==> config.mk <==
export PLATFORM = sky130hd
export DESIGN_NAME = mac_accum_unit
export DESIGN_NICKNAME = d
export VERILOG_FILES = /design/src/rtl/mac_pkg.sv /design/src/rtl/mac_mult.sv /design/src/rtl/mac_acc_core.sv /design/src/rtl/mac_result_reg.sv /design/src/rtl/mac_accum_unit.sv
export SDC_FILE = /design/constraint.sdc
export NUM_CORES = 2
export LEC_CHECK = 0
export BUFFER_PORTS_ARGS = -buffer_cell sky130_fd_sc_hd__buf_2
export CAP_MARGIN = 30
export CORE_UTILIZATION = 39
export CTS_CLUSTER_DIAMETER = 30
export CTS_CLUSTER_SIZE = 10
export DETAILED_ROUTE_END_ITERATION = 6
export GPL_TIMING_DRIVEN = 0
export PLACE_DENSITY = 0.52
export SYNTH_ARGS = -nofsm -noshare
export SYNTH_HDL_FRONTEND = slang
export SYNTH_SLANG_ARGS = --single-unit
==> constraint.sdc <==
create_clock -name clk -period 20 [get_ports clk]
set_clock_uncertainty 0.15 [all_clocks]
set_input_delay 3 -clock clk [delete_from_list [all_inputs] [get_ports clk]]
set_output_delay 3 -clock clk [all_outputs]
set_load 0.01 [all_outputs]
==> src/rtl/mac_pkg.sv <==
`timescale 1ns/1ps
package mac_pkg;
  // Command encodings on cmd_op
  typedef enum logic [1:0] {
    MAC_OP_NONE = 2'b00,
    MAC_OP_ADD  = 2'b01,
    MAC_OP_SUB  = 2'b10,
    MAC_OP_READ = 2'b11
  } mac_op_e;
endpackage

==> src/rtl/mac_mult.sv <==
`timescale 1ns/1ps
// Full-width signed product, computed in one combinational stage.
module mac_mult #(
  parameter int OPND_W = 32
) (
  input  logic [OPND_W-1:0]   op_a,
  input  logic [OPND_W-1:0]   op_b,
  output logic [2*OPND_W-1:0] prod
);
  localparam int PROD_W = 2 * OPND_W;

  logic signed [PROD_W-1:0] a_ext;
  logic signed [PROD_W-1:0] b_ext;

  // Sign-extend both operands so the truncated product is exact.
  assign a_ext = {{OPND_W{op_a[OPND_W-1]}}, op_a};
  assign b_ext = {{OPND_W{op_b[OPND_W-1]}}, op_b};

  always_comb begin
    prod = PROD_W'(a_ext * b_ext);
  end
endmodule

==> src/rtl/mac_acc_core.sv <==
`timescale 1ns/1ps
// Accumulator held as two half-width registers. A direct write wins over a command.
module mac_acc_core
  import mac_pkg::*;
#(
  parameter int OPND_W = 32
) (
  input  logic                clk,
  input  logic                rst_n,
  input  logic                fire,
  input  logic [1:0]          op,
  input  logic [2*OPND_W-1:0] prod,
  input  logic                wr_en,
  input  logic                wr_hi,
  input  logic [OPND_W-1:0]   wr_data,
  output logic [2*OPND_W-1:0] acc_q
);
  localparam int ACC_W  = 2 * OPND_W;
  localparam int N_HALF = 2;

  logic [OPND_W-1:0] half_q [N_HALF];
  logic [ACC_W-1:0]  acc_nxt;
  logic              cmd_go;

  assign cmd_go = fire && !wr_en;
  assign acc_q  = {half_q[1], half_q[0]};

  always_comb begin
    acc_nxt = acc_q;
    if (cmd_go) begin
      unique case (mac_op_e'(op))
        MAC_OP_ADD:  acc_nxt = acc_q + prod;
        MAC_OP_SUB:  acc_nxt = acc_q - prod;
        MAC_OP_READ: acc_nxt = '0;
        default:     acc_nxt = acc_q;
      endcase
    end
  end

  for (genvar h = 0; h < N_HALF; h++) begin : g_half
    localparam logic SEL = 1'(h);
    always_ff @(posedge clk) begin
      if (!rst_n) begin
        half_q[h] <= '0;
      end else if (wr_en && (wr_hi == SEL)) begin
        half_q[h] <= wr_data;
      end else begin
        half_q[h] <= acc_nxt[h*OPND_W +: OPND_W];
      end
    end
  end

  // a multiply-add moves the sum by the product
  p_add_r2: assert property (@(posedge clk) disable iff (!rst_n)
    (fire && !wr_en && op == MAC_OP_ADD) |=> (acc_q == $past(acc_q) + $past(prod)));

  // a multiply-subtract moves the sum down by the product
  p_sub_r3: assert property (@(posedge clk) disable iff (!rst_n)
    (fire && !wr_en && op == MAC_OP_SUB) |=> (acc_q == $past(acc_q) - $past(prod)));

  // readout leaves both halves at zero
  p_clear_r5: assert property (@(posedge clk) disable iff (!rst_n)
    (fire && !wr_en && op == MAC_OP_READ) |=> (acc_q == '0));

  // low-half write lands, R8: high half untouched
  p_wr_lo_r7: assert property (@(posedge clk) disable iff (!rst_n)
    (wr_en && !wr_hi) |=> (acc_q[OPND_W-1:0] == $past(wr_data)));
  p_wr_keep_hi_r8: assert property (@(posedge clk) disable iff (!rst_n)
    (wr_en && !wr_hi) |=> (acc_q[ACC_W-1:OPND_W] == $past(acc_q[ACC_W-1:OPND_W])));
  p_wr_keep_lo_r8: assert property (@(posedge clk) disable iff (!rst_n)
    (wr_en && wr_hi) |=> (acc_q[OPND_W-1:0] == $past(acc_q[OPND_W-1:0])));

  // no command or a no-op command keeps the sum
  p_idle_r10: assert property (@(posedge clk) disable iff (!rst_n)
    (!wr_en && (!fire || op == MAC_OP_NONE)) |=> $stable(acc_q));
endmodule

==> src/rtl/mac_result_reg.sv <==
`timescale 1ns/1ps
// One-entry holding register on the readout stream.
module mac_result_reg #(
  parameter int DATA_W = 32
) (
  input  logic              clk,
  input  logic              rst_n,
  input  logic              load,
  input  logic [DATA_W-1:0] load_data,
  input  logic              res_ready,
  output logic              res_valid,
  output logic [DATA_W-1:0] res_data,
  output logic              slot_free
);
  always_ff @(posedge clk) begin
    if (!rst_n) begin
      res_valid <= 1'b0;
      res_data  <= '0;
    end else if (load) begin
      res_valid <= 1'b1;
      res_data  <= load_data;
    end else if (res_ready) begin
      res_valid <= 1'b0;
    end
  end

  assign slot_free = !res_valid || res_ready;

  // a held result neither changes nor disappears before it is taken
  p_hold_r9: assert property (@(posedge clk) disable iff (!rst_n)
    (res_valid && !res_ready) |=> (res_valid && $stable(res_data)));
endmodule

==> src/rtl/mac_accum_unit.sv <==
`timescale 1ns/1ps
module mac_accum_unit
  import mac_pkg::*;
#(
  parameter int OPND_W   = 32,
  parameter int RD_SHIFT = 28
) (
  input  logic              clk,
  input  logic              rst_n,
  input  logic              cmd_valid,
  output logic              cmd_ready,
  input  logic [1:0]        cmd_op,
  input  logic [OPND_W-1:0] cmd_a,
  input  logic [OPND_W-1:0] cmd_b,
  output logic              res_valid,
  input  logic              res_ready,
  output logic [OPND_W-1:0] res_data,
  input  logic              sr_wr_en,
  input  logic              sr_wr_hi,
  input  logic [OPND_W-1:0] sr_wr_data,
  input  logic              sr_rd_hi,
  output logic [OPND_W-1:0] sr_rd_data
);
  localparam int ACC_W = 2 * OPND_W;

  logic [ACC_W-1:0]  prod;
  logic [ACC_W-1:0]  acc_q;
  logic [OPND_W-1:0] rd_field;
  logic              slot_free;
  logic              fire;
  logic              rd_load;

  assign cmd_ready = slot_free && !sr_wr_en;
  assign fire      = cmd_valid && cmd_ready;
  assign rd_load   = fire && (mac_op_e'(cmd_op) == MAC_OP_READ);
  assign rd_field  = acc_q[RD_SHIFT +: OPND_W];

  assign sr_rd_data = sr_rd_hi ? acc_q[ACC_W-1:OPND_W] : acc_q[OPND_W-1:0];

  mac_mult #(.OPND_W(OPND_W)) u_mult (
    .op_a (cmd_a),
    .op_b (cmd_b),
    .prod (prod)
  );

  mac_acc_core #(.OPND_W(OPND_W)) u_core (
    .clk     (clk),
    .rst_n   (rst_n),
    .fire    (fire),
    .op      (cmd_op),
    .prod    (prod),
    .wr_en   (sr_wr_en),
    .wr_hi   (sr_wr_hi),
    .wr_data (sr_wr_data),
    .acc_q   (acc_q)
  );

  mac_result_reg #(.DATA_W(OPND_W)) u_res (
    .clk       (clk),
    .rst_n     (rst_n),
    .load      (rd_load),
    .load_data (rd_field),
    .res_ready (res_ready),
    .res_valid (res_valid),
    .res_data  (res_data),
    .slot_free (slot_free)
  );

  // readout value is the shifted window of the sum before clearing
  p_result_r4: assert property (@(posedge clk) disable iff (!rst_n)
    (cmd_valid && cmd_ready && cmd_op == MAC_OP_READ) |=>
      (res_valid && res_data == $past(acc_q[RD_SHIFT +: OPND_W])));

  // a blocked result blocks the sum as well
  p_stall_r9: assert property (@(posedge clk) disable iff (!rst_n)
    (res_valid && !res_ready && !sr_wr_en) |=> $stable(acc_q));
endmodule

==> results by group <==
Timing
  – Final Hold Viols: 0
  – Setup ws final: just over 4 ns
  – Hold slack: 0.3096 ns
  – Total Neg Setup Slack: 0 ns
  – Unrepaired setup endpoints after global routing: no
  – Minimum clock period: approximately 16 ns
  – Slew @ Worst Pin: between 1 and 1.5 ns
  – Final Setup Violations: 0
  – Relative slew slack: 26.10%
  – Tcrit/Tclk final: 79.81%
  – F_max: 0.06265 GHz
  – Count of final max-slew check failures: 0

Routing
  – Mean number of vias per cell: 5.349
  – Post-DRT Antenna Nets: 0
  – Drt pass-1 iters: 5
  – Post-Route WL: 176200 um
  – Drc violations: 0
  – Via count: 37030
  – Initial DRC count: 2891
  – Drt wl/cell: 25.46 um

Synth
  – Synth top cells by count: fa_1 (1083), inv_1 (1010), nand2_1 (744)
  – Synth Net Count: about 6600
  – Ys flop type: edfxtp_1
  – Simple-gate share of the synthesized area: between 10% and 20%
  – XOR/XNOR share of the synthesized area: under 10%
  – Sequential cell area fraction in the yosys report: about 5.6%
  – Synth Area in Compound Gates: 8.835%
  – Post-Syn Instances: 5175
  – Cell with the most instances after synthesis: fa_1
  – Area share of fa/ha/maj cells after synthesis: 53.75%
  – Syn avg cell area: 8.924 sq um
  – Synth area leaders: fa_1 (47%), inv_1 (8.2%), ha_1 (6.8%)
  – Largest family of logic cells by synthesized area: adder cells
  – Async set-reset flop share out of synthesis: 0%
  – Cell area after synthesis: 46180 sq um
  – Yosys reg bits: 97
  – Mux cell area share after synthesis: less than 1%
  – Cell accounting for the most synthesized area: fa_1
  – Yosys top cell area share: between 40% and 50%
  – Synth cell types: 94
  – EDFF count, synth: 64
  – Yosys warns: 0

Cells and area
  – Reg area: roughly 2600 sq um
  – Area Overhead vs Synth: 7.664%
  – Fin nets: 6826
  – Fill cells: 11750
  – Fin util: 42.56%
  – Proportion of layout cells with a drive suffix above 1: 5.786%
  – Footprint of the multi-input gates: 38740 sq um

Setup path
  – Critical path's most frequent cell: fa_1
  – Crit path DAT: between 15 and 20 ns
  – Buf/Inv on CP: 7
  – Crit-path max FO: 10
  – CP required: 19.97 ns
  – Crit path launch type: primary input
  – Crit path largest cell delay: ~0.83 ns
  – Crit-path leading delay family: adder cells
  – CP max-delay cell: clkbuf_1
  – Reg-to-reg slack, setup: between 10 and 15 ns
  – Worst setup EP type: flop
  – Crit path kind: in -> reg

Hold path
  – Worst Hold Class: reg -> reg

Status
  – Outcome: completed

Clock tree
  – H-tree levels: 3
  – CTS Buffer Depth: 2
  – Setup Buffers After CTS: 0
  – Count of hold-fix buffers inserted at cts: 0
  – CTS root buffer: clkbuf_16
  – Worst-path clk slew: 0.08 ns
  – CTS tree: built
  – Clk sink count: 97
  – Clk_lat worst skew: around 0.37 ns
  – Num CTS Buffers: 9
  – Cts repair resizes: 0

Floorplanning
  – Core area: 116800 sq um
  – Initial core utilization: 39.53%
  – IO Count: 171
  – Die width: 346.1 um
  – Die area: 119800 sq um
  – Chip height: 346.1 um
  – Rows: ~130

Global routing
  – Vias in the first global route: 38880
  – Initial antenna violation count: 11
  – Pin count of the biggest net entering global routing: 21
  – Total GRT Usage: approximately 30%
  – First-pass GRT wire length: 263200 um
  – GRT overflow: 0

Placement
  – RD Place Congestion: approximately 0.96
  – DP HPWL: 154900 um
  – I/O Buffers: around 170
  – Place WS: between 3 and 4 ns

Job
  – Max-cap violation count: 0
-- sequential cells by signal, summed over array words and instances, names as in the netlist --
register	flops
u_core.half_q	64
u_res.res_valid	1
u_res.res_data	32
-- cell families after synthesis --
group                    count (synthesis)
adder cells (fa/ha/maj)               1334
AO/OA/AOI/OAI                          624
AND/OR/NAND/NOR                       1625
multiplexers                            35
XOR/XNOR                               174
flip-flops                              97
buffers and inverters                 1286
-- routing by layer --
metal  up-vias  share of wire [%]  GRT usage (%)
li1      16230                  -              -
met1     19060                 43          41.44
met2      1495                 47          48.85
met3       232                7.6          4.619
met4        10                2.9          7.764
met5         -              0.036              0
-- through the flow --
| step | cells | area, sq um |
|---|---|---|
| 5_1_grt | 6917 | 49710 |
| 4_1_cts | 6912 | 49650 |
| 2_1_floorplan | 5175 | 46180 |
| 3_5_place_dp | 6896 | 49340 |
| 3_3_place_gp | 6868 | 48940 |
| 6_report | 6922 | 49720 |
-- final cells by class --
cell class | instances | area share, %
plain buffers | 275 | 2.162
clock inverters | 7 | 0.1636
repair buffers | 201 | 2.627
diodes | 6 | 0.03020
inverters | 1011 | 7.632
flip-flops and latches | 97 | 5.194
well taps | 1524 | 3.835
multi-input cells | 3792 | 77.90
clock buffers | 9 | 0.4529
-- placed cells by master (no fill, tap or decap), types with 13 or more instances in the layout --
cell      instances
fa_1           1083
inv_1          1010
nand2_1         744
and2_1          476
clkbuf_1        253
ha_1            251
a21oi_1         205
buf_2           182
nor2_1          165
o21ai_0         114
xnor2_1         112
edfxtp_1         64
a21o_1           62
xor2_1           62
nor3_1           43
nand4_1          33
dfxtp_1          33
nand3_1          32
mux2_2           32
nand2b_1         29
a22o_1           25
a31oi_1          24
buf_8            22
o21a_1           21
o21bai_1         18
nor2b_1          17
and3_1           16
a211oi_1         13
or3_1            13
-- worst min-delay path: stages (launching register included) --
cell and delay (ns):
dfxtp_1 0.31, nand2_1 0.05, a21oi_1 0.05
-- path summary, 6_finish.rpt --
check,startpoint,to,depth (start not counted)
worst max-delay path,cmd_a[21],u_core.half_q[1][31],41
worst min-delay path,u_res.res_data[23],u_res.res_data[23],2
worst max register to register,u_core.half_q[0][0],u_core.half_q[1][30],16
worst min register to register,u_res.res_data[23],u_res.res_data[23],2
Power is not shown: default switching activity piles up to over one toggle a cycle in this logic, so the estimate is an artifact.
